$ cat src/rtl/wmon_pkg.sv
package wmon_pkg;

  typedef enum logic [2:0] {
    WM_OFF     = 3'd0,
    WM_ABOVE   = 3'd1,
    WM_BELOW   = 3'd2,
    WM_INSIDE  = 3'd3,
    WM_INVERSE = 3'd4
  } wmon_mode_e;

  // relation of the sample to each bound
  typedef struct packed {
    logic gt_lo;
    logic lt_lo;
    logic gt_hi;
    logic lt_hi;
  } wmon_rel_t;

  localparam int unsigned WM_NUM_BOUNDS = 2;

endpackage

$ cat src/rtl/wmon_cmp.sv
module wmon_cmp #(
  parameter int unsigned DW = 12
) (
  input  logic [DW-1:0] a,
  input  logic [DW-1:0] b,
  input  logic          sgn,
  output logic          gt,
  output logic          lt
);

  localparam int unsigned XW = DW + 1;

  // one extra bit: sign-extend when signed, zero-extend otherwise
  logic signed [XW-1:0] ax;
  logic signed [XW-1:0] bx;

  always_comb begin
    ax = {sgn & a[DW-1], a};
    bx = {sgn & b[DW-1], b};
    gt = (ax > bx);
    lt = (ax < bx);
  end

endmodule

$ cat src/rtl/wmon_sel.sv
module wmon_sel
  import wmon_pkg::*;
(
  input  logic [2:0] mode,
  input  wmon_rel_t  rel,
  output logic       hit
);

  wmon_mode_e m;

  always_comb begin
    m = wmon_mode_e'(mode);
    case (m)
      WM_ABOVE:   hit = rel.gt_lo;
      WM_BELOW:   hit = rel.lt_hi;
      WM_INSIDE:  hit = rel.gt_lo & rel.lt_hi;
      WM_INVERSE: hit = rel.gt_hi & rel.lt_lo;
      default:    hit = 1'b0; // off and reserved codes
    endcase
  end

endmodule

$ cat src/rtl/wmon_flags.sv
module wmon_flags (
  input  logic clk,
  input  logic rst_n,
  input  logic eval,
  input  logic hit,
  input  logic clr,
  output logic match_o,
  output logic irq_o
);

  logic set_now;

  always_comb set_now = eval & hit;

  always_ff @(posedge clk or negedge rst_n) begin
    if (!rst_n) begin
      match_o <= 1'b0;
      irq_o   <= 1'b0;
    end else begin
      match_o <= set_now;
      if (set_now)  irq_o <= 1'b1;
      else if (clr) irq_o <= 1'b0;
    end
  end

endmodule

$ cat src/rtl/wmon_top.sv
module wmon_top
  import wmon_pkg::*;
#(
  parameter int unsigned DW = 12
) (
  input  logic          clk,
  input  logic          rst_n,
  input  logic          res_valid,
  output logic          res_ready,
  input  logic [DW-1:0] res_data,
  input  logic          diff_en,
  input  logic [DW-1:0] thr_lo,
  input  logic [DW-1:0] thr_hi,
  input  logic [2:0]    mode,
  input  logic          irq_clr,
  output logic          match_o,
  output logic          irq_o
);

  logic [DW-1:0] bound [WM_NUM_BOUNDS];
  logic [WM_NUM_BOUNDS-1:0] gt_v;
  logic [WM_NUM_BOUNDS-1:0] lt_v;
  wmon_rel_t rel;
  logic hit;
  logic take;

  always_comb begin
    bound[0] = thr_lo;
    bound[1] = thr_hi;
  end

  for (genvar i = 0; i < WM_NUM_BOUNDS; i++) begin : g_cmp
    wmon_cmp #(.DW(DW)) u_cmp (
      .a  (res_data),
      .b  (bound[i]),
      .sgn(diff_en),
      .gt (gt_v[i]),
      .lt (lt_v[i])
    );
  end

  always_comb begin
    rel.gt_lo = gt_v[0];
    rel.lt_lo = lt_v[0];
    rel.gt_hi = gt_v[1];
    rel.lt_hi = lt_v[1];
    res_ready = 1'b1;
    take      = res_valid & res_ready;
  end

  wmon_sel u_sel (
    .mode(mode),
    .rel (rel),
    .hit (hit)
  );

  wmon_flags u_flags (
    .clk    (clk),
    .rst_n  (rst_n),
    .eval   (take),
    .hit    (hit),
    .clr    (irq_clr),
    .match_o(match_o),
    .irq_o  (irq_o)
  );

endmodule

$ cat config.mk
export PLATFORM = sky130hd
export DESIGN_NAME = wmon_top
export DESIGN_NICKNAME = d
export VERILOG_FILES = /design/src/rtl/wmon_pkg.sv /design/src/rtl/wmon_cmp.sv /design/src/rtl/wmon_sel.sv /design/src/rtl/wmon_flags.sv /design/src/rtl/wmon_top.sv
export SDC_FILE = /design/constraint.sdc
export NUM_CORES = 1
export LEC_CHECK = 0
export BUFFER_PORTS_ARGS = -buffer_cell sky130_fd_sc_hd__buf_2
export CAP_MARGIN = 15
export CORE_ASPECT_RATIO = 1.1
export CORE_MARGIN = 5
export CORE_UTILIZATION = 44
export DETAILED_ROUTE_END_ITERATION = 10
export PLACE_DENSITY = 0.8
export SYNTH_ARGS = -nofsm -noshare
export SYNTH_HDL_FRONTEND = slang
export SYNTH_SLANG_ARGS = --single-unit
export TNS_END_PERCENT = 1
$ cat constraint.sdc
create_clock -name clk -period 0.8 [get_ports clk]
set_input_delay 0.16 -clock clk [delete_from_list [all_inputs] [get_ports clk]]
set_output_delay 0.16 -clock clk [all_outputs]
set_load 0.05 [all_outputs]
# Yosys cells after proc, flatten, opt, wreduce, memory -nomap -nowiden
# Index checks and enable logic that the tools add are counted.
# W data, S select, Z words.
# op_classes
n_lt_le_gt_ge,4
n_eq_ne,4
n_mux,3
n_bitwise,6
n_reduce_logical,1
# ops
cell,count
$gt A13 B13 Y1,2
$lt A13 B13 Y1,2
$and A1 B1 Y1,6
$eq A3 B2 Y1 const B,2
$pmux W1 S4,1
$eq A3 B1 Y1 const B,1
$eq A3 B3 Y1 const B,1
$mux W1,2
$reduce_bool A2 Y1,1
# word_totals
regBits,2
output_inout_bits,3
word_cells,20

# Logic depth before layout (Yosys ltp)
# Gate-level depths: netlist (run 1).
# logic_depth
depth_word,6
ltp_mapped,8

# Hierarchy
# From an unflattened synthesis (run 1), not the netlist that was laid out.
# unflattened
cells_unflattened,106
hier_area_um2,840.8
# modules_own_cells
mod,instances,cells_per_inst,area_each_um2
wmon_cmp,2,47,360.3
wmon_flags,1,5,70.1
wmon_sel,1,5,38.8
wmon_top,1,2,11.3

# Least setup slack after synthesis (run 1)
# Ideal clock, no wire load.
# synth_path
kind,in2reg
start,in thr_hi[11]
end,reg u_flags.irq_o
arrival_time_ps,1636
t_required_ps,670
setup_slack_ps,-966
stages,8
path_cell_list,inv_1 -> ha_1 -> nand3_1 -> or3_1 -> a31o_1 -> a32oi_4 -> mux2i_1 -> nand3_1
# synth_via
elab_chain_len,6
# synth_rtl
element,line,source
from (decl),wmon_top.sv:13,"input logic [DW-1:0] thr_hi,"
$and A1 B1 Y1,wmon_cmp.sv:19,"bx = {sgn & b[DW-1], b};"
$gt A13 B13 Y1 or $lt A13 B13 Y1 (tied branches),"wmon_cmp.sv:20, wmon_cmp.sv:21",
$and A1 B1 Y1 (on tied branches),"wmon_sel.sv:17, wmon_sel.sv:16",
$pmux W1 S4 (*),wmon_sel.sv:13,case (m)
$and A1 B1 Y1 (*),wmon_flags.sv:13,always_comb set_now = eval & hit;
$mux W1 or $reduce_bool A2 Y1 (tied branches),-,
to (signal assigned),wmon_flags.sv:18,irq_o <= 1'b0;
to (signal assigned),wmon_flags.sv:21,if (set_now) irq_o <= 1'b1;
to (signal assigned),wmon_flags.sv:22,else if (clr) irq_o <= 1'b0;
to (decl),wmon_flags.sv:8,output logic irq_o
# Every way passes the cells marked *; elsewhere a longest branch is shown, timed or not.
# A chain may end at the register's enable or synchronous reset.

# Worst setup path in the final report (run 1)
# layout_path
start,in thr_hi[6]
end,reg u_flags.irq_o
# layout_via
elab_chain_len,5
# layout_rtl
element,line
$gt A13 B13 Y1 or $lt A13 B13 Y1 (tied branches),"wmon_cmp.sv:20, wmon_cmp.sv:21"
$and A1 B1 Y1 (on tied branches),"wmon_sel.sv:17, wmon_sel.sv:16"
$pmux W1 S4 (*),wmon_sel.sv:13
$and A1 B1 Y1 (*),wmon_flags.sv:13
$mux W1 or $reduce_bool A2 Y1 (tied branches),-
# Marked as above.

==> metrics, run 1 <==
mux cell area share after synthesis 0.0122; post-route ant nets 0; total clock sinks 2; Clock Skews 0 ns; Final Cycle Share 2.13; Leak Pwr 0.805 nW; Place WS -1.22 ns; R2R Path Start u_flags.irq_o; clock root cell clkbuf_4; Worst EP required 0.89 ns; Placer Congestion 0.723; unrepaired setup endpoints after global routing yes; DP HPWL 2.31 mm; PortBufs 45; Ant. Diodes 0; Area Growth Syn to Fin 83.5%; Seq/Total Area, Yosys 0.0611; mapped cell area 820 um^2; Mapped Cells 102; Mapped Avg Cell Area 8.03 um^2; core region area 0.00178 mm^2; total grt overflow 0; DR iter-0 viols 29; die span in y 55.3 um; initial core utilization 0.460; Routed WL per cell 17.3 um; max-slew violation count 0; hold crit path type input port to asynchronous set/reset pin; Clock H-tree levels 1; Die Wd 51.2 um; CTS clk-pin slew, worst paths 0.03 ns; initial antenna violation count 0; first-pass GRT wire length 4.96 mm; fmax 0.587 GHz; drt pass-1 iters 4; cell count of the worst reg-to-reg path 2; fraction of layout cells with a size suffix above 1 0.575; Synth Flop Type dfrtp_1; fraction of the mapped netlist area in compound gates 0.215; Via density 5.57; worst-skew pair later-pin latency 0.22 ns; DRC 0; failing checks negative setup slack; Yosys warnings 0; max_cap viols 0; Routed WL 3.20 mm; Final Hold Fails 0; Crit Path Max Fanout 2; Post-Syn Nets 170; DR vias 1030; TritonCTS buffer count 3; largest net degree at the start of global routing 4; adder-cell share of the synthesized area 0.366; CP startpoint kind input port; post-synth cell types 31; register area 50.0 um^2; row count 16; VDD IR-drop max 0.686 mV; Post-synth EDFFs 0; worst path arrival time 1.80 ns; PD cells 794 mW/mm^2; Overall Power 1.19 mW; IO Pins 47; vias in the first global route 1156; FF-to-FF End u_flags.irq_o; All-Layer GR Usage 0.227; Die ar. 0.00283 mm^2; Post-synth ARST share 1.00; Clock Path Buffers 2; Nets 237; Critical Path Sink Type flip-flop; status finished with violations; CTS tree done; Fillers 97; WS Path Type input port to flip-flop; fin crit period 1.70 ns; Synth Area in Simple Gates 0.205; Worst R2R Setup Slack 0.13 ns; multi-input logic area 831 um^2; endpoints failing setup 4; Synth Area in XOR/XNOR 0.0214; Final WS setup -0.904 ns; largest family of logic cells by synthesized area adder cells; FF+latch count, synth 2
## report_power, final
| part | switching, mW | leakage [nW] | internal, mW |
|---|---|---|---|
| sequential | 0.00744 | 0.0269 | 0.112 |
| combinational | 0.389 | 0.765 | 0.458 |
| clock | 0.0626 | 0.0138 | 0.166 |
| total | 0.459 | 0.805 | 0.736 |
## Yosys cell counts (2+ instances only)
cell / instances / area [um^2]
ha_1: 24 / 300
inv_1: 23 / 86.3
nand2_1: 6 / 22.5
a21oi_1: 5 / 25.0
nand3_1: 5 / 25.0
a21o_1: 3 / 22.5
and3_1: 3 / 18.8
o21ai_0: 3 / 15.0
a211o_1: 2 / 17.5
a211oi_2: 2 / 25.0
and2_4: 2 / 17.5
dfrtp_1: 2 / 50.1
nand4_1: 2 / 12.5
or3_1: 2 / 12.5
xor2_1: 2 / 17.5
## cells by family (layout without fill, tap and decap cells)
family                     Yosys count  count (layout)
xor gates and xnor gates             2               2
buffers and inverters               24              89
DFF                                  2               2
muxes                                1               1
adders and majority gates           24              24
other                                1               1
and+or+nand+nor                     27              27
AOI/OAI and AO/OA                   21              21
## per-layer routing
metal,GRT usage,vias to the layer above,wire [um]
met5,0,-,0
met4,0.112,0,95
met3,0.0457,12,210
met2,0.457,57,1850
met1,0.202,472,1040
li1,-,489,-
## registers in the layout, summed over array words and instances (netlist names)
signal           cells
u_flags.irq_o        1
u_flags.match_o      1
## worst max-delay path by stage
stage	slack, ns	startpoint	to
4_1_cts	-0.84	thr_hi[8]	u_flags.irq_o
3_5_place_dp	-1.22	thr_hi[6]	u_flags.irq_o
5_1_grt	-0.92	thr_hi[8]	u_flags.irq_o
6_report	-0.90	thr_hi[6]	u_flags.irq_o
2_1_floorplan	-0.91	thr_hi[6]	u_flags.irq_o
3_3_place_gp	-1.15	thr_hi[6]	u_flags.irq_o
## worst max-delay path: stages
cell	delay (ns)
buf_6	0.10
inv_12	0.03
ha_4	0.26
nand2_2	0.05
or3_4	0.37
a31o_4	0.23
a32oi_4	0.20
mux2i_2	0.28
nand3_1	0.11
## placed cells by master (no fill, tap or decap), types with 3 or more instances in the layout
cell,synthesis,routed
nand2_1,6,4
o21ai_0,3,3
and3_1,3,3
a21o_1,3,3
buf_6,0,15
nand3_1,5,4
inv_4,0,3
a21oi_1,5,4
buf_2,0,29
a211oi_2,2,3
ha_4,0,8
clkbuf_4,0,3
ha_1,24,16
buf_4,1,17
inv_1,23,16
## layout make-up
cell class                      instances  area share
Timing Repair Buffer                   63       0.310
Multi-Input combinational cell         76       0.552
Tap cell                               18      0.0150
Inverter                               23      0.0740
Clock buffer                            3      0.0150
Sequential cell                         2      0.0333
## repair_timing
item                                    4_1_cts  5_1_grt
gates resized for setup                      31        7
hold endpoints to repair                      2        0
buffers inserted                              0        0
hold buffers                                  1        0
pin swaps                                    14        2
endpoints found under the setup margin        4        4
## stage by stage
stage	std cells	setup TNS, ns	utilization	hold slack, ns	area, um^2
floorplan	102	-1.80	-	-0.136	937
global placement	181	-2.28	0.732	-0.0563	1310
detailed placement	181	-2.42	0.732	-0.0521	1310
CTS	185	-1.87	0.823	0.209	1470
global route	185	-2.10	0.844	0.247	1500
finish	185	-2.03	0.844	0.246	1500
Power figures use the tool's default switching activity.
==> run 2, diff against run 1 <==
SKIP_CTS_REPAIR_TIMING = 1   (was not set)
SLEW_MARGIN = 20   (was not set)
==> metrics, run 2 (synthesized netlist as in run 1, its figures left out) <==
status finished with violations; failing checks negative setup slack; CTS clk-pin slew, worst paths 0.03 ns; unrepaired setup endpoints after global routing yes; Leak Pwr 0.815 nW; Critical Path, Cell by Cell buf_6, inv_12, ha_4, nand2_2, or3_4, a31o_4, a32oi_4, mux2i_1, nand3_1; Place WS -1.22 ns; Clock H-tree levels 1; worst-skew pair later-pin latency 0.22 ns; post-route ant nets 0; TritonCTS buffer count 3; Final Hold Fails 0; Fillers 95; core region area 0.00178 mm^2; fraction of layout cells with a size suffix above 1 0.574; fmax 0.587 GHz; Fin Hold WS 0.241 ns; Crit Path Max Fanout 2; hold crit path type input port to flip-flop; DR iter-0 viols 21; VDD IR-drop max 0.773 mV; Critical Path Sink Type flip-flop; Nets 239; Placer Congestion 0.723; Routed WL 3.07 mm; Clock Skews 0 ns; max_cap viols 0; Final WS setup -0.903 ns; design area 0.00151 mm^2; max-slew violation count 0; DP HPWL 2.31 mm; total clock sinks 2; first-pass GRT wire length 4.46 mm; commonest non-fill, non-tap cells in the layout 29 x buf_2, 20 x buf_4, 16 x inv_1, 16 x ha_1, 15 x buf_6; Routed WL per cell 16.4 um; WS Path Type input port to flip-flop; total grt overflow 0; PD cells 796 mW/mm^2; Regs by FF count u_flags.irq_o: 1 flops, u_flags.match_o: 1 flops; WP depth 9; endpoints failing setup 4; IO Pins 47; global routing's busiest layer met2; clock root cell clkbuf_4; Ant. Diodes 0; Placement Cell Area 0.00131 mm^2; worst path bufs/invs 2; cell count of the worst reg-to-reg path 2; Worst EP required 0.89 ns; grt met3 use 0.0323; largest net degree at the start of global routing 4; Die Wd 51.2 um; met2 global-route usage 0.392; DRC 0; Worst path slowest cell or3_4; Via density 5.51; die span in y 55.3 um; commonest non-fill, non-tap cell in the layout buf_2; DR vias 1031; PortBufs 45; vias in the first global route 1085; Die ar. 0.00283 mm^2; worst path arrival time 1.79 ns; drt pass-1 iters 4; Clock Path Buffers 2; fin crit period 1.70 ns; row count 16; CP startpoint kind input port; Final Cycle Share 2.13; CTS tree done; CP top delay family simple AND/OR/NAND/NOR gates; Area Growth Syn to Fin 83.7%; All-Layer GR Usage 0.201; GR Layer Usage met1 0.200; initial core utilization 0.460; initial antenna violation count 0; Worst Hold Path Cells 3; CP peak stage delay 0.37 ns
## run 2: changes by cell type in the layout (fill, tap and decap cells not counted), sizes merged
cell  before  now
buf       62   64
## run 2: worst reg2reg max path: stages (launching register included)
cell and delay, ns:
dfrtp_1 0.38, nand2b_1 0.08, nand3_1 0.09
## run 2: area by class of cell
class | instances | area (um^2) | share of cell area
inverter | 23 | 109 | 0.0723
sequential | 2 | 50.0 | 0.0333
multi-input combinational | 76 | 827 | 0.549
timing repair buffer | 65 | 474 | 0.315
tap | 18 | 22.5 | 0.0150
clock buffer | 3 | 22.5 | 0.0150
## run 2: per-layer routing
metal  vias to the layer above  wire [um]
li1                        495          -
met1                       475       1060
met2                        51       1700
met3                        10        214
met4                         0         98
met5                         -          0
## run 2: power breakdown
group | switching, mW | total [mW] | internal, mW
Sequential | 0.00661 | 0.118 | 0.112
Clock | 0.0679 | 0.235 | 0.167
Combinational | 0.385 | 0.846 | 0.461
Total | 0.459 | 1.20 | 0.740
## run 2: path summary, 6_finish.rpt
kind,from,endpoint,slack (ns)
max,thr_hi[6],u_flags.irq_o,-0.90
min,irq_clr,u_flags.irq_o,0.24
max reg2reg,u_flags.irq_o,u_flags.irq_o,0.12
min reg2reg,u_flags.irq_o,u_flags.irq_o,0.55
max in group asynchronous,rst_n,u_flags.irq_o,0.43
min in group asynchronous,rst_n,u_flags.match_o,0.27
## run 2: through the flow
step | util | std cells | power [mW] | setup TNS [ns]
after detailed placement | 0.732 | 181 | 0.812 | -2.42
after floorplan | - | 102 | 0.498 | -1.80
after global routing | 0.845 | 187 | 1.29 | -2.13
final | 0.845 | 187 | 1.20 | -1.98
after CTS | 0.745 | 184 | 1.05 | -2.28
after global placement | 0.732 | 181 | 0.772 | -2.28
==> run 3, diff against run 2 <==
CORE_UTILIZATION = 47   (was 44)
PLACE_DENSITY = 0.85   (was 0.8)
REMOVE_ABC_BUFFERS = 1   (was not set)
clock period = 2.1 ns   (was 0.8 ns; I/O delays follow)
==> metrics, run 3 (synthesized netlist as in run 1, its figures left out) <==
die span in y 53.8 um; fin cells 173; total grt overflow 0; Die ar. 0.00268 mm^2; commonest non-fill, non-tap cell in the layout buf_2; design area 0.00114 mm^2; CP startpoint thr_hi[11]; first-pass GRT wire length 3.59 mm; Worst path slowest cell or3_4; worst-skew pair later-pin latency 0.22 ns; PD cells 302 mW/mm^2; CP startpoint kind input port; Final Cycle Share 0.940; Placement Cell Area 0.00110 mm^2; endpoints failing setup 0; R2R Path Start u_flags.irq_o; PortBufs 45; worst path bufs/invs 2; fraction of layout cells with a size suffix above 1 0.397; post-route ant nets 0; Clock Skews 0 ns; max-slew violation count 0; VDD IR-drop max 0.342 mV; Leak Pwr 0.714 nW; TritonCTS buffer count 3; Critical Path Sink Type flip-flop; Crit path top cell by count nand3_1; DR iter-0 viols 4; unrepaired setup endpoints after global routing no; Worst R2R Setup Slack 1.47 ns; fin crit period 1.97 ns; Via density 5.24; WS Path Type input port to flip-flop; DP HPWL 1.94 mm; WP depth 9; initial antenna violation count 0; Routed WL 2.19 mm; fmax 0.506 GHz; All-Layer GR Usage 0.166; Ant. Diodes 0; Clock Path Buffers 2; commonest non-fill, non-tap cells in the layout 45 x buf_2, 24 x ha_1, 23 x inv_1; Critical Path, Cell by Cell buf_2, inv_1, ha_1, nand3_1, or3_4, a31o_1, a32oi_4, mux2i_1, nand3_1; Nets 226; Final Hold Fails 0; hold crit path type input port to flip-flop; CP peak stage delay 0.40 ns; DR vias 906; max_cap viols 0; Regs by FF count u_flags.irq_o: 1 flops, u_flags.match_o: 1 flops; Die Wd 49.8 um; Routed WL per cell 12.7 um; CP top delay family simple AND/OR/NAND/NOR gates; CP endpoint u_flags.irq_o; hold_sp irq_clr; total clock sinks 2; cell count of the worst reg-to-reg path 2; Crit Path Max Fanout 2; DRC 0; Overall Power 0.345 mW; initial core utilization 0.508; worst path arrival time 2.07 ns; FF-to-FF End u_flags.irq_o; Worst EP required 2.19 ns; core region area 0.00161 mm^2; vias in the first global route 949; drt pass-1 iters 4; Placer Congestion 0.732; Placed Cells 169; IO Pins 47; clock root cell clkbuf_4; Area Growth Syn to Fin 39.2%; row count 15; CTS clk-pin slew, worst paths 0.03 ns; CTS tree done; Clock H-tree levels 1; largest net degree at the start of global routing 4; status finished, final reports clean
[run 3: worst register-to-register path: cells and delay by family, from the launching register on]
family	cells	cell delay, ns
flip-flops	1	0.37
AND/OR/NAND/NOR	2	0.14
[run 3: how the worst min path moves through the flow]
stage	cells past startpoint	slack, ns	to
2_1_floorplan	0	0.12	u_flags.irq_o
3_3_place_gp	1	0.21	u_flags.match_o
3_5_place_dp	1	0.21	u_flags.match_o
4_1_cts	1	-0.03	u_flags.irq_o
5_1_grt	3	0.50	u_flags.irq_o
6_report	3	0.47	u_flags.irq_o
[run 3: where the power goes]
group	switching (mW)	internal (mW)
Sequential	0.00198	0.0426
Clock	0.0242	0.0633
Combinational	0.106	0.107
Total	0.132	0.213
[run 3: per-layer routing]
metal	wire [um]	GRT usage	vias up
li1	-	-	470
met1	805	0.168	412
met2	1270	0.343	24
met4	0	0.0393	0
met5	0	0	-
met3	111	0.0332	0
[run 3: area by class of cell]
class	instances	area [um^2]
clock buffer	3	22.5
multi-input combinational	76	681
inverter	23	86.3
tap	17	21.3
sequential	2	50.0
timing repair buffer	52	280
fill	138	473
[run 3: metrics by stage]
stage	hold WS, ns	setup slack (ns)	setup TNS, ns	util
finish	0.474	0.125	0	0.707
global route	0.500	0.00999	0	0.707
CTS	-0.0288	0.114	0	0.698
detailed placement	0.206	-0.114	-0.207	0.684
global placement	0.206	-0.0585	-0.105	0.684
floorplan	0.124	0.0743	0	-
